==> src/rtl/qcnt_pkg.sv <==
package qcnt_pkg;
  localparam logic [7:0] OP_PTR_CLR  = 8'h01;
  localparam logic [7:0] OP_CNT_CLR  = 8'h02;
  localparam logic [7:0] OP_FLAG_CLR = 8'h06;
  localparam logic [7:0] OP_LOAD     = 8'h08;
  localparam logic [7:0] OP_CAPTURE  = 8'h10;
  localparam logic [7:0] OP_DIV_LOAD = 8'h18;
  localparam logic [7:0] OP_QUAD4    = 8'h38;
  localparam logic [7:0] OP_IN_EN    = 8'h41;

  typedef struct packed {
    logic ptr_clr;
    logic cnt_clr;
    logic flag_clr;
    logic load;
    logic capture;
    logic div_load;
    logic quad4;
    logic in_en;
  } op_t;

  function automatic op_t decode_op(input logic vld, input logic [7:0] code);
    op_t d;
    d = '0;
    if (vld) begin
      case (code)
        OP_PTR_CLR:  d.ptr_clr  = 1'b1;
        OP_CNT_CLR:  d.cnt_clr  = 1'b1;
        OP_FLAG_CLR: d.flag_clr = 1'b1;
        OP_LOAD:     d.load     = 1'b1;
        OP_CAPTURE:  d.capture  = 1'b1;
        OP_DIV_LOAD: d.div_load = 1'b1;
        OP_QUAD4:    d.quad4    = 1'b1;
        OP_IN_EN:    d.in_en    = 1'b1;
        default:     d = '0;
      endcase
    end
    return d;
  endfunction
endpackage

==> src/rtl/qcnt_sync.sv <==
module qcnt_sync #(
  parameter int W      = 2,
  parameter int STAGES = 2
) (
  input  logic         clk,
  input  logic         rst_n,
  input  logic [W-1:0] d,
  output logic [W-1:0] q
);
  logic [W-1:0] stage_q [STAGES];

  always_ff @(posedge clk) begin
    if (!rst_n) begin
      for (int i = 0; i < STAGES; i++) stage_q[i] <= '0;
    end else begin
      stage_q[0] <= d;
      for (int i = 1; i < STAGES; i++) stage_q[i] <= stage_q[i-1];
    end
  end

  assign q = stage_q[STAGES-1];
endmodule

==> src/rtl/qcnt_quad.sv <==
module qcnt_quad (
  input  logic clk,
  input  logic rst_n,
  input  logic a,
  input  logic b,
  output logic up,
  output logic dn
);
  logic [1:0] pos_now, pos_prev, diff;

  assign pos_now = {a, a ^ b};
  assign diff    = pos_now - pos_prev;

  always_ff @(posedge clk) begin
    if (!rst_n) pos_prev <= 2'b00;
    else        pos_prev <= pos_now;
  end

  // +1 forward, +3 (== -1) backward, +2 is an illegal double edge
  assign up = (diff == 2'd1);
  assign dn = (diff == 2'd3);
endmodule

==> src/rtl/qcnt_bytes.sv <==
module qcnt_bytes #(
  parameter int CNT_W = 24,
  localparam int NB   = CNT_W / 8,
  localparam int PW   = (NB > 1) ? $clog2(NB) : 1
) (
  input  logic             clk,
  input  logic             rst_n,
  input  logic             ptr_clr,
  input  logic             wr_fire,
  input  logic [7:0]       wr_byte,
  input  logic             rd_fire,
  input  logic [CNT_W-1:0] snap,
  output logic [CNT_W-1:0] preset,
  output logic [7:0]       rd_byte,
  output logic [PW-1:0]    ptr
);
  localparam logic [PW-1:0] PTR_LAST = PW'(NB - 1);

  always_ff @(posedge clk) begin
    if (!rst_n)                              ptr <= '0;
    else if (ptr_clr)                        ptr <= '0;
    else if ((wr_fire || rd_fire) && ptr != PTR_LAST) ptr <= ptr + 1'b1;
  end

  for (genvar g = 0; g < NB; g++) begin : g_byte
    always_ff @(posedge clk) begin
      if (!rst_n)                              preset[g*8 +: 8] <= '0;
      else if (wr_fire && ptr == PW'(g))       preset[g*8 +: 8] <= wr_byte;
    end
  end

  assign rd_byte = snap[8*int'(ptr) +: 8];
endmodule

==> src/rtl/qcnt_channel.sv <==
module qcnt_channel #(
  parameter int CNT_W       = 24,
  parameter int SYNC_STAGES = 2,
  localparam int NB         = CNT_W / 8,
  localparam int PW         = (NB > 1) ? $clog2(NB) : 1
) (
  input  logic       clk,
  input  logic       rst_n,
  input  logic       phase_a,
  input  logic       phase_b,
  input  logic       cmd_valid,
  output logic       cmd_ready,
  input  logic [7:0] cmd_byte,
  input  logic       wr_valid,
  output logic       wr_ready,
  input  logic [7:0] wr_data,
  output logic       rd_valid,
  input  logic       rd_ready,
  output logic [7:0] rd_data,
  output logic       wrap_flag,
  output logic [7:0] clk_div
);
  import qcnt_pkg::*;

  logic [1:0]       ph_sync;
  logic             step_up, step_dn;
  logic [CNT_W-1:0] count_q, latch_q, preset_q;
  logic [PW-1:0]    byte_ptr;
  logic             en_in_q, en_quad_q, cnt_on, wrap_evt;
  op_t              op;

  assign cmd_ready = 1'b1;
  assign wr_ready  = 1'b1;
  assign rd_valid  = 1'b1;

  assign op = decode_op(cmd_valid && cmd_ready, cmd_byte);

  qcnt_sync #(.W(2), .STAGES(SYNC_STAGES)) u_sync (
    .clk(clk), .rst_n(rst_n), .d({phase_a, phase_b}), .q(ph_sync)
  );

  qcnt_quad u_quad (
    .clk(clk), .rst_n(rst_n), .a(ph_sync[1]), .b(ph_sync[0]),
    .up(step_up), .dn(step_dn)
  );

  qcnt_bytes #(.CNT_W(CNT_W)) u_bytes (
    .clk(clk), .rst_n(rst_n), .ptr_clr(op.ptr_clr),
    .wr_fire(wr_valid && wr_ready), .wr_byte(wr_data),
    .rd_fire(rd_valid && rd_ready), .snap(latch_q),
    .preset(preset_q), .rd_byte(rd_data), .ptr(byte_ptr)
  );

  assign cnt_on   = en_in_q && en_quad_q;
  assign wrap_evt = cnt_on && !op.cnt_clr && !op.load &&
                    ((step_up && count_q == '1) || (step_dn && count_q == '0));

  always_ff @(posedge clk) begin
    if (!rst_n) begin
      en_in_q   <= 1'b0;
      en_quad_q <= 1'b0;
    end else begin
      if (op.in_en) en_in_q   <= 1'b1;
      if (op.quad4) en_quad_q <= 1'b1;
    end
  end

  always_ff @(posedge clk) begin
    if (!rst_n)                     count_q <= '0;
    else if (op.cnt_clr)            count_q <= '0;
    else if (op.load)               count_q <= preset_q;
    else if (cnt_on && step_up)     count_q <= count_q + 1'b1;
    else if (cnt_on && step_dn)     count_q <= count_q - 1'b1;
  end

  always_ff @(posedge clk) begin
    if (!rst_n)          latch_q <= '0;
    else if (op.capture) latch_q <= count_q;
  end

  always_ff @(posedge clk) begin
    if (!rst_n)          wrap_flag <= 1'b0;
    else if (op.flag_clr) wrap_flag <= 1'b0;
    else if (wrap_evt)   wrap_flag <= 1'b1;
  end

  always_ff @(posedge clk) begin
    if (!rst_n)           clk_div <= '0;
    else if (op.div_load) clk_div <= preset_q[7:0];
  end
endmodule

==> config.mk <==
export PLATFORM = sky130hd
export DESIGN_NAME = qcnt_channel
export DESIGN_NICKNAME = d
export VERILOG_FILES = /design/src/rtl/qcnt_pkg.sv /design/src/rtl/qcnt_sync.sv /design/src/rtl/qcnt_quad.sv /design/src/rtl/qcnt_bytes.sv /design/src/rtl/qcnt_channel.sv
export SDC_FILE = /design/constraint.sdc
export NUM_CORES = 1
export LEC_CHECK = 0
export BUFFER_PORTS_ARGS = -buffer_cell sky130_fd_sc_hd__buf_4
export CORE_MARGIN = 2
export CORE_UTILIZATION = 55
export DETAILED_ROUTE_END_ITERATION = 8
export PLACE_DENSITY = 0.79
export SLEW_MARGIN = 40
export SYNTH_ARGS = -nofsm -noshare
export SYNTH_HDL_FRONTEND = slang
export SYNTH_SLANG_ARGS = --single-unit
==> constraint.sdc <==
create_clock -name clk -period 4.6 [get_ports clk]
set_clock_uncertainty 0.15 [all_clocks]
set_input_delay 0.92 -clock clk [delete_from_list [all_inputs] [get_ports clk]]
set_output_delay 0.92 -clock clk [all_outputs]
set_load 0.05 [all_outputs]
==> results.py, run 1 <==
metrics = {
    "clock_network": {
        "post_cts_buffers": 0,
        "h-tree-depth": 3,
        "cts_tree": "built",
        "cts_buffers": 9,
        "root_buffer": "clkbuf_8",
        "path_clk_slew_ns": 0.10,
        "cts.repair.resized": 0,
        "postCtsHoldBufs": 0,
        "clock_sinks": 91,
        "cts_buffer_depth": 2,
        "clk_latency_ns": 0.36,
    },
    "worst_setup_path": {
        "path_max_fanout": 20,
        "r2r_cells": 13,
        "startpoint_type": "flip-flop",
        "critPathArrivalTime_ns": 4.25,
        "regToRegSetupSlack_ns": 0.45,
        "endpoint_kind": "flip-flop",
        "timing.rr.end": "count_q[20]",
        "critPathRequiredTime_ns": 4.69,
        "r2r_start": "u_sync.stage_q[0][3]",
        "critPathKind": "reg -> reg",
    },
    "route": {
        "vias": 4746,
        "wl_um": 13400,
        "drt_iter0_drc": 321,
        "drtAntennaViolNets": 0,
        "drc": 0,
        "firstDrtPassIters": 6,
        "viasPerCell": 5.94,
        "routedWlPerCell_um": 16.8,
    },
    "timing": {
        "slew_viol_final": 0,
        "relSlewSlack_pct": 46.8,
        "rsz0062_at_grt": "false",
        "setup_viol": 0,
        "period_minus_slack_ns": 4.15,
        "setup_tns_ns": 0,
        "worst_pin_slew_ns": 0.796,
        "fmax_mhz": 241,
        "fin_crit_sh_pct": 90.3,
        "hold_violations": 0,
    },
    "placement": {
        "dp_hpwl_um": 9960,
        "portBuffers": 39,
        "placed_cells": 783,
        "place_congestion": 0.948,
    },
    "global_route": {
        "globalRoute.totalOverflow": 0,
        "grt_antenna_before_repair": 0,
        "grt_max_degree": 69,
        "grt_use_total_pct": 27.2,
        "grt_pass1_wl_um": 22100,
        "grt_pass1_vias": 4573,
    },
    "yosys": {
        "async_flop_share_pct": 0,
        "syn-cell-area_sq_um": 5260,
        "yosysWarnings": 0,
        "synth_area_leaders": "dfxtp_1 (35%), nand2_1 (8.3%), ha_1 (6.9%)",
        "synth.top_cells.by_count": "nand2_1 (116), dfxtp_1 (91), a21boi_0 (46)",
        "synth_edf_count": 0,
        "synth.avg_cell_area_sq_um": 8.10,
        "synth-seq-area-share_pct": 34.6,
        "synthDistinctLibCells": 61,
        "synth_top_cell_by_area": "dfxtp_1",
        "synth_top_area_share_pct": 34.6,
        "postSynthCellCount": 649,
        "ys_ff_latch": 91,
        "synth_most_common_cell": "nand2_1",
        "synth_flop_cell": "dfxtp_1",
    },
    "pwr": {
        "power_leakage_nw": 2.32,
        "total_power_w": 0.00162,
        "peakVddDrop_mv": 0.207,
        "power_density_nw_per_um2": 280,
    },
    "min_path": {
        "min_to": "latch_q[11]",
        "whs_path_depth": 2,
        "hold_class": "reg -> reg",
        "hold_start": "latch_q[11]",
    },
    "layout": {
        "drive_gt1_share_pct": 11.2,
        "fin_nets": 718,
        "layout.cells.non_filler": 799,
        "synthToLayoutAreaGrowth_pct": 9.56,
        "antenna_cells": 0,
    },
    "floorplanning": {
        "die_w_um": 102,
        "fp-row-count": 35,
        "core_area_sq_um": 9240,
        "initial_core_util_pct": 56.9,
        "ios": 43,
        "dieHeight_um": 102,
        "die_area_sq_um": 10400,
    },
    "status": {
        "status": "finished, final reports clean",
    },
    "run": {
        "maxCapViolations": 0,
    },
}
-- metrics by stage --
stage / utilization [%] / instance area (sq um) / hold WS [ns] / worst slack (ns)
5_1_grt: 62.4 / 5760 / 0.339 / 0.170
6_report: 62.4 / 5760 / 0.317 / 0.448
2_1_floorplan: - / 5270 / 0.262 / 0.862
3_3_place_gp: 60.1 / 5560 / 0.294 / 0.775
4_1_cts: 62.4 / 5760 / 0.322 / 0.533
3_5_place_dp: 60.2 / 5560 / 0.304 / 0.568
-- layout make-up --
| class | instances | area (sq um) |
|---|---|---|
| Clock inverter | 6 | 71.3 |
| Multi-Input combinational cell | 512 | 3220 |
| Fill cell | 806 | 3480 |
| Tap cell | 129 | 161 |
| Clock buffer | 10 | 128 |
| Timing Repair Buffer | 44 | 330 |
| Inverter | 7 | 26.3 |
| Sequential cell | 91 | 1820 |
-- how the worst max path moves through the flow --
stage	depth (start not counted)	endpoint	start	slack, ns
finish	13	count_q[20]	u_sync.stage_q[0][3]	0.45
global route	13	count_q[20]	u_sync.stage_q[0][3]	0.17
CTS	13	count_q[20]	u_sync.stage_q[0][3]	0.53
detailed placement	13	count_q[20]	u_sync.stage_q[0][3]	0.57
global placement	13	count_q[20]	u_sync.stage_q[0][3]	0.77
floorplan	13	count_q[20]	u_sync.stage_q[0][3]	0.86
-- power breakdown --
part           switching, W  internal [W]
sequential        0.0000509      0.000818
clock              0.000298      0.000256
combinational      0.000113     0.0000795
-- worst max-delay path: stages (launching register included) --
cell and delay (ns):
dfxtp_1 0.34, xnor2_1 0.22, ha_1 0.31, nor2_1 0.16, buf_4 0.23, nand2_1 0.51
ha_1 0.60, a21oi_2 0.19, o211ai_2 0.13, nor4_2 0.44, o41ai_2 0.17, a221oi_2 0.29
xor2_1 0.18, o22ai_1 0.10
-- metal layers --
layer  vias to the layer above  part of all wire (%)  track usage, %
li1                       2350                     -               -
met1                      2235                    43            35.0
met2                       145                    49            47.1
met3                        16                   7.1            5.45
met4                         0                   1.3            5.93
met5                         -                     0               0
-- cell families after synthesis --
| family | count (synthesis) | share of synthesized area [%] |
|---|---|---|
| AOI/OAI and AO/OA | 177 | 22.8 |
| and+or+nand+nor | 258 | 23.3 |
| muxes | 17 | 3.23 |
| adders and majority gates | 30 | 7.28 |
| DFF | 91 | 34.6 |
| buffers and inverters | 48 | 4.21 |
| other | 1 | 0.0713 |
| xor gates and xnor gates | 27 | 4.50 |
-- flip-flops by register name (all words and copies together) (netlist names) --
register	cells
clk_div	8
count_q	24
en_in_q	1
en_quad_q	1
latch_q	24
u_bytes.preset	24
u_bytes.ptr	2
u_quad.pos_prev	2
u_sync.stage_q	4
wrap_flag	1
-- cells in the final DEF, fill, tap and decap left out, types with 5 or more instances in the layout --
| cell | instances |
|---|---|
| nand2_1 | 116 |
| dfxtp_1 | 91 |
| a21boi_0 | 46 |
| buf_4 | 44 |
| a21oi_1 | 41 |
| nand3_1 | 36 |
| nor2_1 | 34 |
| ha_1 | 29 |
| o22ai_1 | 18 |
| mux2i_1 | 17 |
| o21ai_0 | 17 |
| xnor2_1 | 15 |
| nand4_1 | 14 |
| xor2_1 | 12 |
| nor2b_1 | 11 |
| clkbuf_8 | 9 |
| and3_1 | 8 |
| a21o_1 | 8 |
| nor4_1 | 8 |
| inv_1 | 7 |
| nor3_1 | 7 |
| a211oi_1 | 7 |
| o21a_1 | 6 |
| and2_1 | 5 |
Note: power is estimated with default switching activity, not from simulation.
==> run 2, diff against run 1 <==
CORE_MARGIN = unset   (was 2)
PLACE_DENSITY = 0.73   (was 0.79)
==> run 2 against run 1 <==
  * Die area fell by 3.9%
  * Non-clock buffer count did not move
  * Critical path depth rose by 1
  * Clock power rose by 2%
  * Utilization did not move
  * Fmax rose by 13%
  * Combinational power barely moved
==> results.py, run 2 (synthesized netlist as in run 1, its figures left out) <==
metrics = {
    "status": {
        "status": "finished, final reports clean",
    },
    "placement": {
        "post-place-ws_ns": 0.972,
        "portBuffers": 39,
        "placed_area_sq_um": 5560,
        "place_congestion": 0.930,
        "dp_hpwl_um": 10000,
    },
    "worst_setup_path": {
        "critPathRequiredTime_ns": 4.69,
        "critPathArrivalTime_ns": 3.78,
        "cp-startpoint": "u_sync.stage_q[0][3]",
        "r2r_cells": 14,
        "cpPeakStageDelay_ns": 0.40,
        "startpoint_type": "flip-flop",
        "r2r_start": "u_sync.stage_q[0][3]",
        "worst_path_max_delay_cell": "nor4_2",
        "path_max_fanout": 27,
        "endpoint_kind": "flip-flop",
        "critPathKind": "reg -> reg",
        "crit_chain": "xnor2_1 > ha_1 > nor2_1 > buf_4 > nand2_1 > buf_4 > ha_1 > a21oi_1 > o211ai_2 > nor4_2 > o41ai_2 > a221oi_2 > xor2_1 > o22ai_1",
    },
    "timing": {
        "period_minus_slack_ns": 3.69,
        "relSlewSlack_pct": 46.3,
        "fin_crit_sh_pct": 80.1,
        "rsz0062_at_grt": "false",
        "worst_pin_slew_ns": 0.804,
        "setup_viol": 0,
        "slew_viol_final": 0,
        "fin_ws_ns": 0.914,
        "fmax_mhz": 271,
        "setup_tns_ns": 0,
        "hold_violations": 0,
    },
    "layout": {
        "fin_nets": 718,
        "synthToLayoutAreaGrowth_pct": 9.56,
        "register_area_sq_um": 1820,
        "final_common_cell": "nand2_1",
        "multiInputGateArea_sq_um": 3220,
        "final_cell_mix": "nand2_1 (116), dfxtp_1 (91), a21boi_0 (46)",
        "drive_gt1_share_pct": 11.2,
        "final_cell_area_sq_um": 5760,
        "fillers": 845,
        "antenna_cells": 0,
        "reg_top3": "count_q x24, latch_q x24, u_bytes.preset x24",
    },
    "clock_network": {
        "cts_buffers": 9,
        "cts_tree": "built",
        "post_cts_buffers": 0,
        "postCtsHoldBufs": 0,
        "root_buffer": "clkbuf_8",
        "cts_buffer_depth": 2,
        "h-tree-depth": 3,
        "path_clk_slew_ns": 0.10,
        "clk_latency_ns": 0.37,
        "cts.repair.resized": 0,
        "clock_sinks": 91,
    },
    "floorplanning": {
        "ios": 43,
        "die_area_sq_um": 9960,
        "core_area_sq_um": 9240,
        "die_w_um": 99.8,
        "fp-row-count": 35,
        "initial_core_util_pct": 56.9,
        "dieHeight_um": 99.8,
    },
    "min_path": {
        "hold_start": "u_sync.stage_q[0][0]",
        "whs_path_depth": 1,
        "hold_class": "reg -> reg",
    },
    "pwr": {
        "total_power_w": 0.00163,
        "power_leakage_nw": 2.32,
        "peakVddDrop_mv": 0.193,
        "power_density_nw_per_um2": 282,
    },
    "route": {
        "firstDrtPassIters": 5,
        "routedWlPerCell_um": 17.1,
        "drtAntennaViolNets": 0,
        "viasPerCell": 5.98,
        "drc": 0,
        "drt_iter0_drc": 384,
        "vias": 4782,
        "wl_um": 13700,
    },
    "global_route": {
        "grt_use_total_pct": 29.3,
        "grt_antenna_before_repair": 0,
        "globalRoute.totalOverflow": 0,
        "grt_max_degree": 69,
        "grt_pass1_wl_um": 22800,
        "grt_pass1_vias": 4694,
    },
    "run": {
        "maxCapViolations": 0,
    },
}
## run 2: changes by cell type in the layout (fill, tap and decap cells not counted), sizes merged
cell      change
inv           +1
clkinvlp      -1
## run 2: worst max-delay path, delay by kind of cell, from the launching register on
family,cells,cell delay (ns)
xor gates and xnor gates,2,0.41
AOI/OAI and AO/OA,5,0.93
DFF,1,0.35
and+or+nand+nor,3,0.59
adders and majority gates,2,0.68
buffers and inverters,2,0.46
## run 2: path summary, 6_finish.rpt
| check | endpoint | slack (ns) |
|---|---|---|
| setup / recovery | count_q[20] | 0.91 |
| hold / removal | u_sync.stage_q[0][2] | 0.31 |
| setup reg to reg | count_q[20] | 0.91 |
| hold reg to reg | u_sync.stage_q[0][2] | 0.31 |
## run 2: layout make-up
| class | count | share of cell area [%] |
|---|---|---|
| multi-input cells | 512 | 55.9 |
| repair buffers | 44 | 5.73 |
| inverters | 7 | 0.456 |
| flip-flops and latches | 91 | 31.6 |
| clock buffers | 10 | 2.21 |
| clock inverters | 6 | 1.24 |
| well taps | 129 | 2.80 |
## run 2: power by group
group / switching, W / leakage, nW / total [W] / internal [W]
sequential: 0.0000517 / 0.736 / 0.000870 / 0.000818
clock: 0.000309 / 0.0992 / 0.000567 / 0.000259
combinational: 0.000110 / 1.49 / 0.000189 / 0.0000789
total: 0.000470 / 2.32 / 0.00163 / 0.00116
## run 2: through the flow
stage          hold WS, ns  std cells  utilization, %
2_1_floorplan        0.262        651               -
3_3_place_gp         0.292        782            60.1
3_5_place_dp         0.292        783            60.2
4_1_cts              0.303        799            62.4
5_1_grt              0.315        799            62.4
6_report             0.307        799            62.4
## run 2: routing by layer
metal	GRT usage (%)	part of all wire, %	up-vias
met2	48.4	46	175
met1	36.8	43	2214
met3	5.29	6.3	54
met4	14.4	4.2	0
li1	-	-	2339
met5	0	0	-
